==> src/rtl/brcond_pkg.sv <==
package brcond_pkg;

    localparam int unsigned NUM_FLAGS   = 4;
    localparam int unsigned ANY_MASK_W  = 3;
    localparam int unsigned ALL_MASK_W  = NUM_FLAGS;
    localparam int unsigned MODE_W      = 2;

    typedef enum logic [MODE_W-1:0] {
        MODE_ANY_SET   = 2'b00,
        MODE_ALL_CLEAR = 2'b01,
        MODE_OCTAL     = 2'b10,
        MODE_RESERVED  = 2'b11
    } br_mode_e;

    typedef struct packed {
        logic ovf;
        logic zero;
        logic carry;
        logic sign;
    } br_flags_t;

    typedef struct packed {
        br_mode_e               mode;
        logic [ALL_MASK_W-1:0]  mask;
        br_flags_t              flags;
        logic                   oct7;
    } br_req_t;

    // Bit i of the vector lines up with mask bit i.
    function automatic logic [NUM_FLAGS-1:0] flag_vec(input br_flags_t f);
        return {f.ovf, f.zero, f.carry, f.sign};
    endfunction

endpackage

==> src/rtl/brc_mask_eval.sv <==
module brc_mask_eval #(
    parameter int unsigned W         = 3,
    parameter bit          ALL_CLEAR = 1'b0
) (
    input  logic [W-1:0] mask,
    input  logic [W-1:0] flags,
    output logic         take
);
    logic [W-1:0] hit;

    assign hit = mask & flags;

    generate
        if (ALL_CLEAR) begin : g_all_clear
            assign take = ~|hit;
        end else begin : g_any_set
            assign take = |hit;
        end
    endgenerate
endmodule

==> src/rtl/brc_mode_mux.sv <==
module brc_mode_mux
    import brcond_pkg::*;
(
    input  br_mode_e mode,
    input  logic     any_take,
    input  logic     all_take,
    input  logic     oct7,
    output logic     take
);
    always_comb begin
        unique case (mode)
            MODE_ANY_SET:   take = any_take;
            MODE_ALL_CLEAR: take = all_take;
            MODE_OCTAL:     take = ~oct7;
            default:        take = 1'b0;
        endcase
    end
endmodule

==> src/rtl/brcond_eval.sv <==
module brcond_eval
    import brcond_pkg::*;
(
    input  logic              clk,
    input  logic              rst,
    input  logic              eval_i,
    input  logic [MODE_W-1:0] mode_i,
    input  logic [ALL_MASK_W-1:0] mask_i,
    input  logic              flag_sign_i,
    input  logic              flag_carry_i,
    input  logic              flag_zero_i,
    input  logic              flag_ovf_i,
    input  logic              oct7_i,
    output logic              take_o,
    output logic              valid_o
);
    br_req_t              req;
    logic [NUM_FLAGS-1:0] fv;
    logic                 any_take;
    logic                 all_take;
    logic                 take_next;

    always_comb begin
        req.mode        = br_mode_e'(mode_i);
        req.mask        = mask_i;
        req.flags.sign  = flag_sign_i;
        req.flags.carry = flag_carry_i;
        req.flags.zero  = flag_zero_i;
        req.flags.ovf   = flag_ovf_i;
        req.oct7        = oct7_i;
    end

    assign fv = flag_vec(req.flags);

    brc_mask_eval #(.W(ANY_MASK_W), .ALL_CLEAR(1'b0)) u_any (
        .mask  (req.mask[ANY_MASK_W-1:0]),
        .flags (fv[ANY_MASK_W-1:0]),
        .take  (any_take)
    );

    brc_mask_eval #(.W(ALL_MASK_W), .ALL_CLEAR(1'b1)) u_all (
        .mask  (req.mask),
        .flags (fv[ALL_MASK_W-1:0]),
        .take  (all_take)
    );

    brc_mode_mux u_mux (
        .mode     (req.mode),
        .any_take (any_take),
        .all_take (all_take),
        .oct7     (req.oct7),
        .take     (take_next)
    );

    always_ff @(posedge clk) begin
        if (rst) begin
            take_o  <= 1'b0;
            valid_o <= 1'b0;
        end else begin
            valid_o <= eval_i;
            if (eval_i) take_o <= take_next;
        end
    end
endmodule

==> config.mk <==
export PLATFORM = sky130hd
export DESIGN_NAME = brcond_eval
export DESIGN_NICKNAME = d
export VERILOG_FILES = /design/src/rtl/brcond_pkg.sv /design/src/rtl/brc_mask_eval.sv /design/src/rtl/brc_mode_mux.sv /design/src/rtl/brcond_eval.sv
export SDC_FILE = /design/constraint.sdc
export NUM_CORES = 1
export LEC_CHECK = 0
export CAP_MARGIN = 15
export CORE_AREA = 5 5 42 44
export DETAILED_ROUTE_END_ITERATION = 12
export DIE_AREA = 0 0 47 49
export DONT_BUFFER_PORTS = 1
export HOLD_SLACK_MARGIN = 0.08
export PLACE_DENSITY = 0.3
export SLEW_MARGIN = 15
export SYNTH_ARGS = -nofsm -noshare
export SYNTH_HDL_FRONTEND = slang
export SYNTH_SLANG_ARGS = --single-unit
==> constraint.sdc <==
create_clock -name clk -period 0.8 [get_ports clk]
set_input_delay 0.12 -clock clk [delete_from_list [all_inputs] [get_ports clk]]
set_output_delay 0.12 -clock clk [all_outputs]
set_load 0.02 [all_outputs]
# --- After elaboration in Yosys (flattened, before gate mapping) ---
# Index checks and enable logic that the tools add are counted.
op_classes:
  n_eq_ne: 2
  n_mux: 1
  bitwise_logic: 3
  reduce_logical: 4
ops:
  columns: ["cell", "count"]
  rows:
  - ["bitwise AND 4 bit", 1]
  - ["OR reduction 4 bit", 1]
  - ["bitwise AND 3 bit", 1]
  - ["case mux 1 bit (3 select lines)", 1]
  - ["OR reduction 3 bit", 1]
  - ["== test 2 x 1 -> 1 bit, second input constant", 1]
  - ["== test 2 bit, second input constant", 1]
  - ["logical NOT 2 bit", 1]
  - ["logical NOT 1 bit", 1]
  - ["inverter 1 bit", 1]
totals:
  reg_bits: 2
  input_bits: 14
  out_inout_bits: 2
  word_cells: 12

# --- Longest topological paths before layout ---
depth:
  word_depth: 4
  depth_mapped: 3

# --- Hierarchy ---
# From an unflattened synthesis, not the netlist that was laid out.
hier_totals:
  hier_cells: 12
  hier_area_um2: 120.1
by_module_without_submodules:
  columns: ["module", "instances", "cells_per_inst", "area_each_um2", "seq_area_each_um2"]
  rows:
  - ["brcond_eval", 1, 5, 60.1, 40.0]
  - ["brc_mask_eval (u_all)", 1, 2, 23.8, 0.0]
  - ["brc_mode_mux", 1, 3, 22.5, 0.0]
  - ["brc_mask_eval (u_any)", 1, 2, 13.8, 0.0]

# --- Worst setup path before layout ---
# Ideal clock, no wire load.
synth_path:
  path_kind: "register to register"
  startpoint: "reg, netlist name take_o"
  endpoint: "reg take_o"
  setup_time_ns: 0.088
  arrival_time_ns: 0.866
  required_ns: 0.712
  setup_slack_ns: -0.155
  path_stages_with_launch: 4
  path_buffers: 0
  path_cell_list: "dfxtp_1 -> nand2b_1 -> o2111a_1 -> a311oi_2"
synth_rtl:
  columns: ["element", "line_no", "source"]
  rows:
  - ["to (signal assigned)", "brcond_eval.sv:61", "if (eval_i) take_o <= take_next;"]
  - ["to (decl)", "brcond_eval.sv:14", "output logic take_o,"]

# --- Worst setup path in the final report ---
layout_path:
  startpoint: "reg take_o"
  endpoint: "out take_o"
# No word-level cell between the ends.

==> reports/qor.txt <==
CP Capture Type: output pin
Synth Instances: 13
f_max: 1220 MHz
layout cell share with drive strength beyond 1: 36.8%
Cell Chain, Critical Path: buf_6
ANT nets after route: 0
max-cap violation count: 0
clock-pin slew on the worst setup and hold paths: 0.03 ns
reg2reg start: take_o
Worst Path Required: 0.68 ns
cells on worst reg2reg path: 3
period utilization: 103%
first-pass GRT wire length: 510 um
hold path depth: 1
R2R Setup Slk: 0.01 ns
DIE HEIGHT: 49 um
Setup CP Type: reg -> out
Routed WL per cell: 10.4 um
YS warnings: 0
Worst-Margin Slew: 0.220 ns
failing checks: setup timing
Critical Path Max Stage Delay: 0.34 ns
initial antenna violation count: 0
Worst Slack Setup Final: -0.0202 ns
DRC: 0
Routed WL: 363 um
largest family of logic cells by synthesized area: compound AO/OA/AOI/OAI gates
Yosys reg bits: 2
drt first pass iters: 2
RSZ-0062 raised after global routing: yes
Final min period: 0.820 ns
# IOs: 16
Vias/cell: 3.74
commonest non-fill, non-tap cell in the layout: clkbuf_4
Buf+Inv Stages, Crit Path: 1
routability cong.: 0.681
# diodes: 0
Synth Area in XOR/XNOR: 0%
Clock Latency Late Sink: 0.23 ns
TritonCTS clock tree: yes
synthesized cell area: 118 um2
worst-path fanout max: 2
Post-Synthesis Net Count: 27
Arr. time, crit path: 0.70 ns
synth unique cells: 10
Pwr Density: 2140 nW/um2
clk buf depth: 2
Core Area: 1400 um2
cell family with most CP delay: flip-flops
final core occ: 14.0%
maximum VDD drop: 0.536 mV
Worst slew margin: 85.3%
Vias: 131
Seq/Total Area, Yosys: 34.0%
Initial Util: 8.39%
All-Layer GR Usage: 3.44%
outcome: finished, violations left
Sequential Area: 43.8 um2
Tightest Hold Check Type: in -> reg
hold endpoint: valid_o
# fillers: 166
final setup fails: 1
root buf cell: clkbuf_4
CP Launch Type: flip-flop
RR Endpoint: take_o
DIE AREA: 2300 um2
vias in the first global route: 130
area of the multi-input gates: 85.1 um2
Hold Vio Cnt, Final: 0
Setup Buffers After CTS: 0
max-slew violations: 0
simple-gate share of the synthesized area: 28.7%
Congestion Overflow GR: 0
leak pwr: 0.0699 nW
clock sinks: 2
row cnt: 14
average size of a mapped cell: 9.05 um2
Adder-Cell Fraction of Synth Area: 0%
Syn-to-layout area delta: 67.0%
hold path startpoint: eval_i
CTS buffer count: 3
mux share of post-synthesis cell area: 0%
IO buf count: 0
Total Power: 0.421 mW
clock skew: 0 ns
hold_buf cts: 1
final layout net count: 34
Levels on crit path: 1
drt first-iter violations: 1
post-synthesis compound-gate area fraction: 37.2%
# H-tree levels: 1
Chip Width: 47 um
worst hold slack: 0.0409 ns
largest net degree at the start of global routing: 5
Slowest-stage cell, CP: dfxtp_4
commonest non-fill, non-tap cells in the layout: clkbuf_4 (3), a21oi_1 (2), nand2_1 (2)
-- flip-flops by register name (all words and copies together), names as in the netlist --
name and count:
take_o 1, valid_o 1
-- metrics by stage --
| stage | area (um2) | instances | setup WS (ns) | setup TNS, ns |
|---|---|---|---|---|
| final | 196 | 35 | -0.0202 | -0.0202 |
| after global routing | 196 | 35 | -0.0442 | -0.0589 |
| after CTS | 196 | 35 | -0.0341 | -0.0379 |
| after detailed placement | 156 | 30 | 0.0111 | 0 |
| after global placement | 156 | 30 | 0.0364 | 0 |
| after floorplan | 129 | 13 | 0.00618 | 0 |
-- cells by family after synthesis --
| group | count (synthesis) |
|---|---|
| DFF | 2 |
| and+or+nand+nor | 6 |
| AOI/OAI and AO/OA | 5 |
-- power by group --
group / switching, mW / total (mW) / internal (mW)
sequential: 0.00919 / 0.116 / 0.107
clock: 0.0663 / 0.252 / 0.186
combinational: 0.0218 / 0.0527 / 0.0309
-- area by class of cell --
class	instances	area share, %
repair buffers	2	10.8
multi-input cells	11	43.3
clock buffers	4	13.4
flip-flops and latches	2	22.3
well taps	16	10.2
-- cells in the mapped netlist (all sizes together) --
master / instances / area [um2]
nand2b: 1 / 6.26
nand2: 2 / 7.51
o2111a: 1 / 11.3
nand3b: 1 / 7.51
and2: 1 / 6.26
a311oi: 1 / 15.0
nor2b: 1 / 6.26
a21oi: 2 / 10.0
a22oi: 1 / 7.51
dfxtp: 2 / 40.0
-- how the worst max path moves through the flow --
stage,start,endpoint,slack (ns)
CTS,take_o,take_o,-0.03
global placement,take_o,take_o,0.04
detailed placement,take_o,take_o,0.01
floorplan,take_o,take_o,0.006
finish,take_o,take_o,-0.02
global route,take_o,take_o,-0.04
-- timing repair --
action / 4_1_cts / 5_1_grt
endpoints found under the hold margin: 2 / 2
pin swaps: 0 / 0
resized for setup: 1 / 0
endpoints found under the setup margin: 1 / 2
-- layer usage --
layer	share of wire (%)	vias up	GRT usage (%)
li1	-	62	-
met1	48	53	4.37
met4	0	0	1.38
met3	27	0	6.27
met5	0	-	0
met2	24	16	2.04
No activity file was read; power rests on OpenSTA's default activity.
